--- config.mk ---
export PLATFORM = sky130hd
export DESIGN_NAME = xfer_splitter
export DESIGN_NICKNAME = d
export VERILOG_FILES = /design/src/rtl/seg_pkg.sv /design/src/rtl/seg_piece_calc.sv /design/src/rtl/seg_tag_pool.sv /design/src/rtl/xfer_splitter.sv
export SDC_FILE = /design/constraint.sdc
export NUM_CORES = 1
export LEC_CHECK = 0
export BUFFER_PORTS_ARGS = -buffer_cell sky130_fd_sc_hd__buf_2
export CAP_MARGIN = 20
export CORE_MARGIN = 2
export CORE_UTILIZATION = 55
export DETAILED_ROUTE_END_ITERATION = 10
export PLACE_DENSITY = 0.86
export SKIP_CTS_REPAIR_TIMING = 1
export SYNTH_ARGS = -nofsm -noshare
export SYNTH_HDL_FRONTEND = slang
export SYNTH_HIERARCHICAL = 1
export SYNTH_SLANG_ARGS = --single-unit
--- constraint.sdc ---
create_clock -name clk -period 17.6 [get_ports clk]
set_input_delay 3.52 -clock clk [delete_from_list [all_inputs] [get_ports clk]]
set_output_delay 3.52 -clock clk [all_outputs]
set_load 0.01 [all_outputs]
--- src/rtl/seg_pkg.sv ---
// Shared constants and helpers for the outbound request segmenter.
// Assumes a 4 KB page and size codes of the form 128 << n bytes.
package seg_pkg;
    localparam int PAGE_LOG   = 12;
    localparam int PAGE_BYTES = 1 << PAGE_LOG;
    localparam int ROOM_W     = PAGE_LOG + 1;     // holds 0..PAGE_BYTES
    localparam int DW_W       = PAGE_LOG - 1;     // holds 0..PAGE_BYTES/4
    localparam int MAX_CODE   = 5;

    localparam logic [1:0] CPL_OK  = 2'd0;
    localparam logic [1:0] CPL_UR  = 2'd1;
    localparam logic [1:0] CPL_CA  = 2'd2;
    localparam logic [1:0] CPL_RSV = 2'd3;

    // Byte bound for a size code; codes above MAX_CODE saturate.
    function automatic logic [ROOM_W-1:0] size_bytes(input logic [2:0] code);
        logic [2:0] c;
        c = (int'(code) > MAX_CODE) ? 3'(MAX_CODE) : code;
        return ROOM_W'(128) << c;
    endfunction
endpackage

--- src/rtl/seg_piece_calc.sv ---
// Combinational sizing of the next piece from the current cursor.
// Picks the smallest of: bytes remaining, size bound less start offset,
// bytes left in the page. Derives dword count and byte enables.
// Assumes rem is non-zero and LEN_W >= ROOM_W.
module seg_piece_calc
    import seg_pkg::*;
#(
    parameter int ADDR_W = 32,
    parameter int LEN_W  = 16
) (
    input  logic [ADDR_W-1:0] cur_addr,
    input  logic [LEN_W-1:0]  rem,
    input  logic [2:0]        limit_code,
    output logic [LEN_W-1:0]  plen,
    output logic [DW_W-1:0]   dwords,
    output logic [3:0]        first_be,
    output logic [3:0]        last_be,
    output logic              is_last
);
    localparam int SPAN_W = DW_W + 2;

    logic [1:0]        off;
    logic [ROOM_W-1:0] lim_room;
    logic [ROOM_W-1:0] page_room;
    logic [ROOM_W-1:0] cap;
    logic [SPAN_W-1:0] span;
    logic [1:0]        end_off;
    logic [3:0]        head_mask;
    logic [3:0]        tail_mask;

    // Size the piece against the three bounds.
    always_comb begin
        off       = cur_addr[1:0];
        lim_room  = size_bytes(limit_code) - ROOM_W'(off);
        page_room = ROOM_W'(PAGE_BYTES) - ROOM_W'(cur_addr[PAGE_LOG-1:0]);
        cap       = (lim_room < page_room) ? lim_room : page_room;
        plen      = (rem < LEN_W'(cap)) ? rem : LEN_W'(cap);
        is_last   = (plen == rem);
    end

    // Dword span and byte enables of the sized piece.
    always_comb begin
        span      = SPAN_W'(plen) + SPAN_W'(off) + SPAN_W'(3);
        dwords    = span[SPAN_W-1:2];
        end_off   = span[1:0];
        head_mask = 4'b1111 << off;
        tail_mask = 4'b1111 >> (2'd3 - end_off);
        if (dwords == DW_W'(1)) begin
            first_be = head_mask & tail_mask;
            last_be  = 4'b0000;
        end else begin
            first_be = head_mask;
            last_be  = tail_mask;
        end
    end
endmodule

--- src/rtl/seg_tag_pool.sv ---
// Read tag pool: hands out the lowest free tag, records the owning command
// ID, frees tags on completion and reports failing completions one cycle
// later. Assumes at most one allocation and one completion per cycle.
module seg_tag_pool
    import seg_pkg::*;
#(
    parameter int TAGS = 32,
    parameter int ID_W = 8,
    localparam int TAG_W = $clog2(TAGS)
) (
    input  logic             clk,
    input  logic             rst_n,
    input  logic             alloc,
    input  logic [ID_W-1:0]  alloc_id,
    output logic [TAG_W-1:0] free_tag,
    output logic             any_free,
    input  logic             cpl_valid,
    input  logic [TAG_W-1:0] cpl_tag,
    input  logic [1:0]       cpl_status,
    output logic             err_valid,
    output logic [ID_W-1:0]  err_id,
    output logic [1:0]       err_status
);
    logic [TAGS-1:0] busy_q;
    logic [ID_W-1:0] owner_q [TAGS];
    logic [TAGS-1:0] take_hit;
    logic [TAGS-1:0] drop_hit;
    logic            cpl_live;

    // Per-slot decode of allocation and release.
    for (genvar g = 0; g < TAGS; g++) begin : g_slot
        assign take_hit[g] = alloc && (free_tag == TAG_W'(g));
        assign drop_hit[g] = cpl_valid && (cpl_tag == TAG_W'(g));
    end

    // Lowest-index free tag.
    always_comb begin
        free_tag = '0;
        any_free = 1'b0;
        for (int i = TAGS - 1; i >= 0; i--) begin
            if (!busy_q[i]) begin
                free_tag = TAG_W'(i);
                any_free = 1'b1;
            end
        end
    end

    assign cpl_live = cpl_valid && busy_q[cpl_tag];

    // Slot state: allocation wins over a release of the same slot.
    always_ff @(posedge clk) begin
        if (!rst_n) begin
            busy_q <= '0;
            for (int i = 0; i < TAGS; i++) owner_q[i] <= '0;
        end else begin
            for (int i = 0; i < TAGS; i++) begin
                if (take_hit[i]) begin
                    busy_q[i]  <= 1'b1;
                    owner_q[i] <= alloc_id;
                end else if (drop_hit[i]) begin
                    busy_q[i] <= 1'b0;
                end
            end
        end
    end

    // Error report for failing completions of live tags.
    always_ff @(posedge clk) begin
        if (!rst_n) begin
            err_valid  <= 1'b0;
            err_id     <= '0;
            err_status <= CPL_OK;
        end else begin
            err_valid <= cpl_live && (cpl_status != CPL_OK);
            if (cpl_live) begin
                err_id     <= owner_q[cpl_tag];
                err_status <= cpl_status;
            end
        end
    end

    AST_ALLOC_HAS_TAG: assert property (@(posedge clk) disable iff (!rst_n)
        alloc |-> any_free);
    AST_ERR_AFTER_CPL: assert property (@(posedge clk) disable iff (!rst_n)
        err_valid |-> $past(cpl_live));
    AST_CPL_FREES_TAG: assert property (@(posedge clk) disable iff (!rst_n)
        (cpl_valid && !alloc) |=> !busy_q[$past(cpl_tag)]);
endmodule

--- src/rtl/xfer_splitter.sv ---
// Outbound request segmenter top. Holds a cursor over the current command,
// emits one piece per accepted handshake and takes a new command only when
// idle. Read pieces stall while the tag pool is empty.
// Assumes the size codes are steady while a command is in progress and
// cmd_len is non-zero.
module xfer_splitter
    import seg_pkg::*;
#(
    parameter int ADDR_W = 32,
    parameter int LEN_W  = 16,
    parameter int ID_W   = 8,
    parameter int TAGS   = 32,
    localparam int TAG_W = $clog2(TAGS)
) (
    input  logic              clk,
    input  logic              rst_n,
    input  logic [2:0]        cfg_max_read,
    input  logic [2:0]        cfg_max_payload,
    input  logic              cmd_valid,
    output logic              cmd_ready,
    input  logic [ADDR_W-1:0] cmd_addr,
    input  logic [LEN_W-1:0]  cmd_len,
    input  logic              cmd_write,
    input  logic [ID_W-1:0]   cmd_id,
    output logic              pc_valid,
    input  logic              pc_ready,
    output logic [ADDR_W-1:0] pc_addr,
    output logic [DW_W-1:0]   pc_dwords,
    output logic [3:0]        pc_first_be,
    output logic [3:0]        pc_last_be,
    output logic [TAG_W-1:0]  pc_tag,
    output logic              pc_write,
    output logic [ID_W-1:0]   pc_id,
    input  logic              cpl_valid,
    input  logic [TAG_W-1:0]  cpl_tag,
    input  logic [1:0]        cpl_status,
    output logic              err_valid,
    output logic [ID_W-1:0]   err_id,
    output logic [1:0]        err_status
);
    logic              active_q;
    logic [ADDR_W-1:0] addr_q;
    logic [LEN_W-1:0]  rem_q;
    logic              wr_q;
    logic [ID_W-1:0]   id_q;

    logic [2:0]        limit_code;
    logic [LEN_W-1:0]  plen;
    logic              is_last;
    logic [TAG_W-1:0]  free_tag;
    logic              any_free;
    logic              fire;
    logic              alloc;

    assign limit_code = wr_q ? cfg_max_payload : cfg_max_read;

    seg_piece_calc #(.ADDR_W(ADDR_W), .LEN_W(LEN_W)) u_calc (
        .cur_addr   (addr_q),
        .rem        (rem_q),
        .limit_code (limit_code),
        .plen       (plen),
        .dwords     (pc_dwords),
        .first_be   (pc_first_be),
        .last_be    (pc_last_be),
        .is_last    (is_last)
    );

    seg_tag_pool #(.TAGS(TAGS), .ID_W(ID_W)) u_pool (
        .clk        (clk),
        .rst_n      (rst_n),
        .alloc      (alloc),
        .alloc_id   (id_q),
        .free_tag   (free_tag),
        .any_free   (any_free),
        .cpl_valid  (cpl_valid),
        .cpl_tag    (cpl_tag),
        .cpl_status (cpl_status),
        .err_valid  (err_valid),
        .err_id     (err_id),
        .err_status (err_status)
    );

    // Handshake and descriptor outputs.
    always_comb begin
        cmd_ready = !active_q;
        pc_valid  = active_q && (wr_q || any_free);
        fire      = pc_valid && pc_ready;
        alloc     = fire && !wr_q;
        pc_addr   = {addr_q[ADDR_W-1:2], 2'b00};
        pc_tag    = wr_q ? '0 : free_tag;
        pc_write  = wr_q;
        pc_id     = id_q;
    end

    // Command cursor: load when idle, advance on each consumed piece.
    always_ff @(posedge clk) begin
        if (!rst_n) begin
            active_q <= 1'b0;
            addr_q   <= '0;
            rem_q    <= '0;
            wr_q     <= 1'b0;
            id_q     <= '0;
        end else if (!active_q) begin
            if (cmd_valid) begin
                active_q <= 1'b1;
                addr_q   <= cmd_addr;
                rem_q    <= cmd_len;
                wr_q     <= cmd_write;
                id_q     <= cmd_id;
            end
        end else if (fire) begin
            addr_q <= addr_q + ADDR_W'(plen);
            rem_q  <= rem_q - plen;
            if (is_last) active_q <= 1'b0;
        end
    end

    AST_NONZERO_PIECE: assert property (@(posedge clk) disable iff (!rst_n)
        pc_valid |-> (pc_dwords != '0));
    AST_READ_LIMIT: assert property (@(posedge clk) disable iff (!rst_n)
        (pc_valid && !pc_write) |->
        ((ROOM_W + 1)'({pc_dwords, 2'b00}) <= (ROOM_W + 1)'(size_bytes(cfg_max_read))));
    AST_WRITE_LIMIT: assert property (@(posedge clk) disable iff (!rst_n)
        (pc_valid && pc_write) |->
        ((ROOM_W + 1)'({pc_dwords, 2'b00}) <= (ROOM_W + 1)'(size_bytes(cfg_max_payload))));
    AST_NO_PAGE_CROSS: assert property (@(posedge clk) disable iff (!rst_n)
        pc_valid |-> (((ROOM_W + 1)'(pc_addr[PAGE_LOG-1:0]) + (ROOM_W + 1)'({pc_dwords, 2'b00}))
                      <= (ROOM_W + 1)'(PAGE_BYTES)));
    AST_SINGLE_DW_BE: assert property (@(posedge clk) disable iff (!rst_n)
        (pc_valid && pc_dwords == DW_W'(1)) |-> (pc_last_be == 4'b0000 && pc_first_be != 4'b0000));
    AST_HOLD_UNDER_BP: assert property (@(posedge clk) disable iff (!rst_n)
        (pc_valid && !pc_ready) |=> (pc_valid && $stable(pc_addr) && $stable(pc_dwords)));
    AST_NO_CMD_WHILE_BUSY: assert property (@(posedge clk) disable iff (!rst_n)
        pc_valid |-> !cmd_ready);
endmodule

After elaboration in Yosys (flattened, before gate mapping)
Memories as Yosys holds them, arrays and structs flattened. A register that Yosys moved wholly into a read port is not among the register bits.
Index checks and enable logic that the tools add are counted.
- register bits: 93
- RAM bits: 256
- input port bits: 75
- output and inout port bits: 78
- word-level logic and storage cells: 540
- memories: 1
- add/subtract/negate cells: 7
- magnitude comparators: 4
- eq/ne operators: 65
- shift-type cells: 3
- mux-type cells: 276
- bitwise logic cells: 34
- reductions and logical operators: 111
- memories (name ; words ; bits a word ; rd ports ; clocked after Yosys merged registers in ; wr ports ; RTL line ; RTL):
    u_pool.owner_q ; 32 ; 8 ; 1 ; 1 ; 32 ; seg_tag_pool.sv:25 ; logic [ID_W-1:0] owner_q [TAGS];
- operators by type and width (cell ; count):
    two-way mux 8 bit ; 32
    two-way mux 1 bit ; 198
    two-way mux 5 bit ; 33
    == test 5 bit, second input constant ; 32
    two-way mux 32 bit ; 3
    == test 5 x 4 -> 1 bit, second input constant ; 16
    logical AND 1 bit ; 69
    nonzero test 2 bit ; 34
    two-way mux 16 bit ; 4
    == test 5 x 3 -> 1 bit, second input constant ; 8
    adder 32 x 16 -> 32 bit ; 1
    OR 1 bit ; 32
    == test 5 x 2 -> 1 bit, second input constant ; 4
    == test 16 bit ; 1
    less-than comparator 16 x 13 -> 1 bit ; 1
    subtractor 16 bit ; 1
    adder 13 x 2 -> 13 bit ; 1
    adder 13 x 2 -> 13 bit, second input constant ; 1
    less-than comparator 13 bit ; 1
    two-way mux 13 bit ; 1
    left shift 8 x 3 -> 13 bit, first input constant ; 1
    subtractor 13 x 12 -> 13 bit, first input constant ; 1
    subtractor 13 x 2 -> 13 bit ; 1
    == test 11 x 1 -> 1 bit, second input constant ; 1
    16 further kinds ; 23

Logic depth before layout (Yosys ltp)
Gate-level depths: netlist (run 1).
- depth after elaboration: 41
- gate-level depth with buffers: 35
- gate-level depth less buffers: 31

Cells and area by module
Netlist (run 1), hierarchy kept.
- modules (own cells, without submodules) (module ; instances ; cells an instance ; area an instance (um2) ; seq. area each (um2)):
    seg_tag_pool ; 1 ; 996 ; 13207.7 ; 8548.2
    xfer_splitter ; 1 ; 630 ; 4688.2 ; 1161.1
    seg_piece_calc ; 1 ; 281 ; 2072.0 ; 0.0

Worst setup path after synthesis (run 1)
OpenSTA, ideal clock, no wires.
- path kind: in2out
- start: input cfg_max_payload[0]
- end: output pc_first_be[2]
- data arrival time: 9.899 ns
- data required time: 14.080 ns
- slack: 4.181 ns
- stages on the path: 30
- buffers on the path: 3
- cells stage by stage: mux2_2 -> or3_1 -> ha_1 -> xor2_1 -> ha_1 -> nand4_1 -> a311o_1 -> o21a_1 -> buf_6 -> nand3_4 -> buf_4 -> a21boi_1 -> ha_1 -> o21a_1 -> nor2_1 -> o31ai_1 -> clkbuf_1 -> a21oi_1 -> a21o_1 -> inv_1 -> ha_1 -> inv_1 -> ha_1 -> inv_1 -> fa_1 -> a311oi_2 -> a21boi_1 -> o221ai_1 -> a2111oi_4 -> a31oi_1
- cells in the longest elaborated chain, start to end: 15
- elaborated cells on any way between the ends: 16
- those cells by class: add/sub (4); order compare (3); eq/ne (1); shift (2); mux (5); bitwise (1)
- ends and longest elaborated chain (element ; RTL line ; RTL):
    start: declaration ; xfer_splitter.sv:18 ; input logic [2:0] cfg_max_payload,
    two-way mux 3 bit * ; xfer_splitter.sv:55 ; assign limit_code = wr_q ? cfg_max_payload : cfg_max_read;
    greater-than comparator 3 bit ; seg_pkg.sv:18 ; c = (int'(code) > MAX_CODE) ? 3'(MAX_CODE) : code;
    two-way mux 3 bit * ; seg_pkg.sv:18 ;
    left shift 8 x 3 -> 13 bit * ; seg_pkg.sv:19 ; return ROOM_W'(128) << c;
    subtractor 13 x 2 -> 13 bit * ; seg_piece_calc.sv:34 ; lim_room = size_bytes(limit_code) - ROOM_W'(off);
    less-than comparator 13 bit ; seg_piece_calc.sv:36 ; cap = (lim_room < page_room) ? lim_room : page_room;
    two-way mux 13 bit * ; seg_piece_calc.sv:36 ;
    less-than comparator 16 x 13 -> 1 bit ; seg_piece_calc.sv:37 ; plen = (rem < LEN_W'(cap)) ? rem : LEN_W'(cap);
    two-way mux 16 bit * ; seg_piece_calc.sv:37 ;
    named net plen[1] ; xfer_splitter.sv:48 ; logic [LEN_W-1:0] plen;
    adder 13 x 2 -> 13 bit * (2 in series) ; seg_piece_calc.sv:43 ; span = SPAN_W'(plen) + SPAN_W'(off) + SPAN_W'(3);
    subtractor 2 bit ; seg_piece_calc.sv:47 ; tail_mask = 4'b1111 >> (2'd3 - end_off);
    >> shifter 4 x 2 -> 4 bit ; seg_piece_calc.sv:47 ;
    bitwise AND 4 bit ; seg_piece_calc.sv:49 ; first_be = head_mask & tail_mask;
    two-way mux 4 bit * ; seg_piece_calc.sv:48 ; if (dwords == DW_W'(1)) begin
    end: declaration ; xfer_splitter.sv:29 ; output logic [3:0] pc_first_be,
The timed path passes the listed nets; every way through them passes the cells marked *.

Worst setup path in the final report (run 1)
- start: input cfg_max_payload[0]
- end: output pc_first_be[1]
- cells in the longest elaborated chain, start to end: 15
- elaborated cells on any way between the ends: 16
- those cells by class: add/sub (4); order compare (3); eq/ne (1); shift (2); mux (5); bitwise (1)
- ends and longest elaborated chain (element ; RTL line ; RTL):
    two-way mux 3 bit * ; xfer_splitter.sv:55 ;
    named net limit_code[0] ; xfer_splitter.sv:47 ; logic [2:0] limit_code;
    greater-than comparator 3 bit ; seg_pkg.sv:18 ;
    two-way mux 3 bit * ; seg_pkg.sv:18 ;
    left shift 8 x 3 -> 13 bit * ; seg_pkg.sv:19 ;
    subtractor 13 x 2 -> 13 bit * ; seg_piece_calc.sv:34 ;
    less-than comparator 13 bit ; seg_piece_calc.sv:36 ;
    two-way mux 13 bit * ; seg_piece_calc.sv:36 ;
    less-than comparator 16 x 13 -> 1 bit ; seg_piece_calc.sv:37 ;
    two-way mux 16 bit * ; seg_piece_calc.sv:37 ;
    named net plen[1] ; xfer_splitter.sv:48 ;
    adder 13 x 2 -> 13 bit * (2 in series) ; seg_piece_calc.sv:43 ;
    subtractor 2 bit ; seg_piece_calc.sv:47 ;
    >> shifter 4 x 2 -> 4 bit ; seg_piece_calc.sv:47 ;
    bitwise AND 4 bit ; seg_piece_calc.sv:49 ;
    two-way mux 4 bit * ; seg_piece_calc.sv:48 ;
Marked as above.

==> results of run 1 <==
[worst max path at each step]
stage / endpoint / slack (ps)
global route: pc_first_be[2] / 2280
global placement: pc_first_be[2] / 3250
detailed placement: pc_first_be[1] / 3000
CTS: pc_first_be[1] / 2950
finish: pc_first_be[1] / 2760
floorplan: pc_first_be[2] / 4180
[synthesized netlist by cell type, drive strengths merged, types with 8 or more instances]
library cell / count
nor2: 234
ha: 60
nand2b: 8
a211oi: 34
xnor2: 31
o211ai: 25
o31ai: 8
clkbuf: 67
and2: 19
a21oi: 91
a31oi: 25
nor2b: 22
a21o: 20
nand3: 64
buf: 75
nor3: 23
a221oi: 12
mux2i: 80
inv: 65
xor2: 9
o21a: 10
o21ai: 111
edfxtp: 256
or3: 15
and3: 16
a32oi: 12
nand2: 161
dfxtp: 101
mux4: 41
nor4: 15
a22oi: 34
a22o: 9
nand4: 23
a21boi: 19
[state kept, by name, summed over array words and instances, names as in the netlist]
| name | flops |
|---|---|
| pc_write | 1 |
| addr_q | 32 |
| u_pool/err_valid | 1 |
| u_pool/busy_q | 32 |
| rem_q | 16 |
| active_q | 1 |
| u_pool/err_status | 2 |
| pc_id | 8 |
| u_pool/owner_q | 256 |
| u_pool/err_id | 8 |
[cell families (layout without fill, tap and decap cells)]
family,count (synthesis),after routing,synth area share (%)
adders and majority gates,63,63,4.060
AOI/OAI and AO/OA,478,478,16.81
and+or+nand+nor,634,634,15.01
buffers and inverters,208,324,4.844
muxes,125,125,8.860
other,2,8,0.03761
xor gates and xnor gates,40,40,1.755
DFF,357,357,48.62
[cells in the final DEF (no fill, tap or decap), drive strengths merged, types with 7 or more instances in the layout]
cell / instances
a31oi: 25
mux2i: 80
and2: 19
inv: 65
o21ai: 111
mux4: 41
a21o: 20
nor4: 15
a21oi: 91
nor2b: 22
and4: 7
edfxtp: 256
a211oi: 34
and3: 16
xor2: 9
clkinv: 13
o211ai: 25
or3: 15
a22oi: 34
nand2: 161
o21bai: 7
o31ai: 8
buf: 188
xnor2: 31
o21a: 10
a22o: 9
a21boi: 19
nand3: 64
a32oi: 12
clkbuf: 55
ha: 60
nor3: 23
a221oi: 12
nor2: 234
nand4: 23
a2111oi: 7
nand2b: 8
dfxtp: 101
[final cells by class]
type                    instances  area share, %
clock inverters                15         0.6126
flip-flops and latches        357          44.02
repair buffers                191          4.759
well taps                     461          2.615
inverters                      66          1.123
multi-input cells            1345          42.19
clock buffers                  52          4.646
diodes                          3        0.03403
[power breakdown]
part	leakage [nW]	total (mW)	internal (mW)	switching [mW]
Combinational	4.38	1.10	0.421	0.680
Sequential	3.39	1.00	0.950	0.0502
Clock	0.567	0.760	0.438	0.323
[per-stage QoR]
step | cells | util (%) | instance area, µm²
floorplan | 1910 | - | 19980
detailed placement | 2411 | 58.43 | 20830
finish | 2490 | 61.86 | 22060
global placement | 2409 | 58.40 | 20820
global route | 2488 | 61.85 | 22050
CTS | 2478 | 61.68 | 21990
[per-layer routing]
metal  wire (µm)  vias up  GRT usage [%]
met1       21010     7835          37.86
li1            -     7306              -
met5          13        -              0
met2       28100     1183          50.25
met3        5982      219          4.685
met4        2863        2          14.42
[worst reg2reg max path: stages (launching register included)]
cell	delay (ps)
dfxtp_1	390
inv_1	150
ha_1	460
nor3b_1	470
nand2_1	180
or4_1	500
ha_1	350
nand4_1	110
a311o_1	360
o21a_1	330
nand2_1	170
mux2i_1	560
ha_1	240
a211oi_1	70
o21ai_1	640
a21o_1	750
a31oi_1	500
ha_1	490
o21ai_0	280
nor4_4	470
nor3_2	150
nor3_1	630
a31oi_1	180
o31a_1	260
==> summary.md, run 1 <==
| Metric | Value |
|---|---|
| Status | `complete, no violations` |
| Worst setup SP type | `input port` |
| FF-to-FF End | `addr_q[29]` |
| Worst R2R Path Depth | `23` |
| Min Hold Slack | `449.4 ps` |
| Most frequent CP cell | `ha_1` |
| Period utilization | `84.30%` |
| Worst stage delay on the critical path | `740 ps` |
| P_leak | `8.340 nW` |
| WS Path Type | `in2out` |
| Layout area overhead | `10.46%` |
| Final total power | `2.861 mW` |
| Post-place setup slack | `2999 ps` |
| CP startpoint | `cfg_max_payload[0]` |
| Seq/Total Area, Yosys | `48.62%` |
| Final wirelength | `57970 µm` |
| Worst Path Required | `14080 ps` |
| Starting density of the core | `56.00%` |
| CTS buffer count | `38` |
| Height of the die | `194.5 µm` |
| Worst Skew | `34.46 ps` |
| Final setup fails | `0` |
| Total iterations of the first detailed-routing run | `6` |
| Core area | `35660 µm²` |
| Total gr overflow | `0` |
| Worst r2r src | `addr_q[0]` |
| Crit path max-delay family | `compound AO/OA/AOI/OAI gates` |
| DR vias | `16550` |
| Yosys top cell area share | `38.50%` |
| Cell area power density | `129.7 nW/µm²` |
| WHS Endpoint | `u_pool/err_id[1]` |
| Clock sinks | `357` |
| Post-DRT Antenna Nets | `0` |
| WHS Path Cells | `2` |
| First-pass GRT wire length | `88820 µm` |
| DIE WIDTH | `194.5 µm` |
| CTS tree | `built` |
| Worst Path Buf+Inv | `5` |
| Mapped Cells | `1907` |
| Clock Root Buffer | `clkbuf_16` |
| Min-Delay Path Class | `reg2reg` |
| Final Wtd Congestion | `0.9589` |
| Clock Latency Late Sink | `540 ps` |
| Synth area leader | `edfxtp_1` |
| Crit end category | `output port` |
| Port Buf Inserts | `150` |
| Worst setup margin | `2763 ps` |
| Slowest cell on crit path | `a21oi_1` |
| Fin nets | `2137` |
| Fin crit period | `14840 ps` |
| Critical Path Stages | `28` |
| YS warnings | `6` |
| Hpwl dp | `39830 µm` |
| Fillers | `2735` |
| Vias in the first global route | `15760` |
| WL per Instance | `23.28 µm` |
| Rows | `69` |
| Die ar. | `37850 µm²` |
| Max cap viols | `0` |
| Worst slew pin tran | `1108 ps` |
| Synth top area cells | `edfxtp_1 38%, dfxtp_1 10%, mux4_2 4.6%` |
| Fmax | `67.40 MHz` |
| Initial DRC count | `2312` |
| H-Tree Depth | `2` |
| Final Max Tran Viols | `0` |
| Gr usage total | `29.87%` |
| Vias per Instance | `6.645` |
| Unrepaired setup endpoints after global routing | `no` |
| Mapped cell area | `19970 µm²` |
| Worst VDD drop | `0.1066 mV` |
| Hold Fails Final Rpt | `0` |
| Storage element area | `9711 µm²` |
| FFs w/ async S/R, synth | `0%` |
| Clock Tree Buf Depth | `3` |
| Top FF cell, synth | `edfxtp_1` |
| Slew margin rel. | `26.16%` |
| DR DRC count | `0` |
| Pin count of the biggest net entering global routing | `94` |
| Layout cells sized above 1 | `16.54%` |
| Reg2Reg Setup Slack | `8780 ps` |
| Post-Syn Area per Cell | `10.47 µm²` |
| CP max FO | `11` |
| Ports | `153` |
| Distinct cells, synth | `99` |
| Hold path startpoint | `u_pool/err_id[1]` |
| Clock transition at the registers of the reported paths | `60 ps` |
| Area of the multi-input gates | `9305 µm²` |
| Synth Register Bits | `357` |
| Setup TNS | `0 ps` |
| WP data arrival | `11320 ps` |
| Post-synth EDFFs | `256` |
| Initial antenna violation count | `3` |
(Power assumes the default switching activity.)
==> run 2, diff against run 1 <==
==> constraint.sdc (replaced) <==
create_clock -name clk -period 14.7 [get_ports clk]
set_input_delay 2.94 -clock clk [delete_from_list [all_inputs] [get_ports clk]]
set_output_delay 2.94 -clock clk [all_outputs]
set_load 0.01 [all_outputs]
==> run 2 against run 1 <==
Effect of this change:
- combinational power rose by 20%
- die area unchanged
- sequential share of layout area decreased by 0.095 points
- final cell count is essentially flat
- critical path type unchanged
- critical endpoint is now pc_first_be[2]
==> summary.md, run 2 (same netlist as run 1, synthesis figures left out) <==
| Metric | Value |
|---|---|
| DIE WIDTH | `194.5 µm (unchanged)` |
| Worst setup SP type | `input port (unchanged)` |
| Worst Path Required | `11760 ps (was 14080 ps)` |
| Switching Share | `37.00% (was 36.78%)` |
| Worst stage delay on the critical path | `650 ps (was 740 ps)` |
| Clock sinks | `357 (unchanged)` |
| WL per Instance | `23.35 µm (was 23.28 µm)` |
| Period utilization | `91.42%` |
| Worst R2R Path Depth | `23 (unchanged)` |
| Vias per Instance | `6.661 (was 6.645)` |
| Rows | `69 (unchanged)` |
| Combinational share of power | `38.2% (was 38.5%)` |
| DR DRC count | `0 (unchanged)` |
| Top flop regs | `u_pool/owner_q: 256 flops, addr_q: 32 flops, u_pool/busy_q: 32 flops (unchanged)` |
| Setup TNS | `0 ps (unchanged)` |
| Fin nets | `2135 (was 2137)` |
| DR vias | `16570 (was 16550)` |
| Starting density of the core | `56.00% (unchanged)` |
| Most frequent cells in the layout | `256 x edfxtp_1, 232 x nor2_1, 161 x nand2_1, 151 x buf_2, 103 x o21ai_0 (was 256 x edfxtp_1, 232 x nor2_1, 161 x nand2_1, 152 x buf_2, 103 x o21ai_0)` |
| Hold Fails Final Rpt | `0 (unchanged)` |
| WHS Path Cells | `2 (unchanged)` |
| First-pass GRT wire length | `89670 µm (was 88820 µm)` |
| Clk network pwr share | `27.0% (was 26.6%)` |
| Layout cells sized above 1 | `16.59% (was 16.54%)` |
| Slew margin rel. | `27.09% (was 26.16%)` |
| Reg2Reg Setup Slack | `5920 ps (was 8780 ps)` |
| Register share of total power | `34.8% (was 35.0%)` |
| Unrepaired setup endpoints after global routing | `no (unchanged)` |
| Fmax | `74.41 MHz` |
| CP max FO | `11 (unchanged)` |
| Final setup fails | `0 (unchanged)` |
| FF-to-FF End | `addr_q[29] (unchanged)` |
| Area post-placement | `20830 µm² (about the same)` |
| P_leak | `8.358 nW (was 8.340 nW)` |
| Clock Root Buffer | `clkbuf_16 (unchanged)` |
| Vias in the first global route | `15780 (was 15760)` |
| Total gr overflow | `0 (unchanged)` |
| Layout area overhead | `10.70% (was 10.46%)` |
| Final Wtd Congestion | `0.9589 (unchanged)` |
| CTS tree | `built (unchanged)` |
| Min-Delay Path Class | `reg2reg (unchanged)` |
| WP data arrival | `10500 ps (was 11320 ps)` |
| Fillers | `2705 (was 2735)` |
| Commonest non-fill, non-tap cell in the layout | `edfxtp_1 (unchanged)` |
| Pint | `2.170 mW (was 1.809 mW)` |
| Crit path max-delay family | `compound AO/OA/AOI/OAI gates (unchanged)` |
| Min Hold Slack | `451.2 ps (was 449.4 ps)` |
| Hpwl dp | `39760 µm (was 39830 µm)` |
| Worst Path Buf+Inv | `5 (unchanged)` |
| Port Buf Inserts | `150 (unchanged)` |
| H-Tree Depth | `2 (unchanged)` |
| Clock Tree Buf Depth | `3 (unchanged)` |
| Slowest cell on crit path | `a21oi_1 (unchanged)` |
| Worst Skew | `29.94 ps (was 34.46 ps)` |
| Core area | `35660 µm² (unchanged)` |
| Clock transition at the registers of the reported paths | `60 ps (about the same)` |
| Final wirelength | `58100 µm (was 57970 µm)` |
| Initial DRC count | `2499 (was 2312)` |
| Die ar. | `37850 µm² (unchanged)` |
| Fin crit period | `13440 ps` |
| Worst slew pin tran | `1089 ps (was 1108 ps)` |
| Max cap viols | `0 (unchanged)` |
| Height of the die | `194.5 µm (unchanged)` |
| Initial antenna violation count | `3 (unchanged)` |
| Hold path startpoint | `u_pool/err_id[1] (unchanged)` |
| Most frequent CP cell | `ha_1 (unchanged)` |
| Final Max Tran Viols | `0 (unchanged)` |
| Largest Register | `u_pool/owner_q (unchanged)` |
| CTS buffer count | `37 (was 38)` |
| Pin count of the biggest net entering global routing | `78 (was 94)` |
| WS Path Type | `in2out (unchanged)` |
| Crit end category | `output port (unchanged)` |
| Gr usage total | `30.20% (was 29.87%)` |
| Status | `complete, no violations (unchanged)` |
| WHS Endpoint | `u_pool/err_id[1] (unchanged)` |
| Cell area power density | `155.8 nW/µm² (was 129.7 nW/µm²)` |
| Total iterations of the first detailed-routing run | `6 (unchanged)` |
| Post-route cell area | `22110 µm² (was 22060 µm²)` |
| Switch Pwr | `1.274 mW (was 1.053 mW)` |
| Worst r2r src | `addr_q[0] (unchanged)` |
| Worst VDD drop | `0.1254 mV (was 0.1066 mV)` |
| Post-DRT Antenna Nets | `0 (unchanged)` |
| Clock Latency Late Sink | `550 ps (was 540 ps)` |
| Ports | `153 (unchanged)` |
| Max reg flops | `256 (unchanged)` |
## run 2: layer usage
layer / vias up / routed length, µm / GRT usage [%] / share of wire (%)
li1: 7312 / - / - / -
met1: 7940 / 21590 / 38.40 / 37
met2: 1103 / 28300 / 51.21 / 49
met3: 214 / 5413 / 4.355 / 9.3
met4: 4 / 2771 / 14.05 / 4.8
met5: - / 27 / 0 / 0.046
## run 2: final cells by class
cell class / instances / area, µm² / share of cell area [%]
multi-input cells: 1345 / 9305 / 42.10
repair buffers: 190 / 1047 / 4.738
well taps: 461 / 576.8 / 2.609
clock buffers: 49 / 1022 / 4.624
diodes: 2 / 5.005 / 0.02264
flip-flops and latches: 357 / 9711 / 43.93
clock inverters: 18 / 190.2 / 0.8604
inverters: 66 / 247.7 / 1.121
## run 2: worst max-delay path by stage
stage                             startpoint              to  slack, ps  depth (start not counted)
after floorplan           cfg_max_payload[0]  pc_first_be[2]       2440                         30
after global placement    cfg_max_payload[0]  pc_first_be[2]       1570                         28
after detailed placement  cfg_max_payload[0]  pc_first_be[2]       1390                         28
after CTS                 cfg_max_payload[0]  pc_first_be[2]       1370                         28
after global routing      cfg_max_payload[0]  pc_first_be[2]        800                         28
final                     cfg_max_payload[0]  pc_first_be[2]       1260                         28
## run 2: worst min-delay path, cell delays in order (launching register included)
cell and delay, ps:
dfxtp_1 300, nand2_1 40, o21ai_0 60
## run 2: power by group through the flow
stage               registers [mW]  clock network [mW]  logic, mW
global placement              1.21                   0       1.24
floorplan                     1.19                   0      0.964
detailed placement            1.22                   0       1.27
finish                        1.20               0.931       1.32
CTS                           1.20               0.937       1.29
global route                  1.20               0.977       1.43
## run 2: stage by stage
stage	worst slack, ps	power (mW)	utilization, %	std cells
2_1_floorplan	2441	2.155	-	1910
3_3_place_gp	1572	2.455	58.37	2408
3_5_place_dp	1394	2.490	58.41	2410
4_1_cts	1372	3.420	61.81	2477
5_1_grt	799.8	3.605	61.99	2487
6_report	1261	3.444	62.00	2488
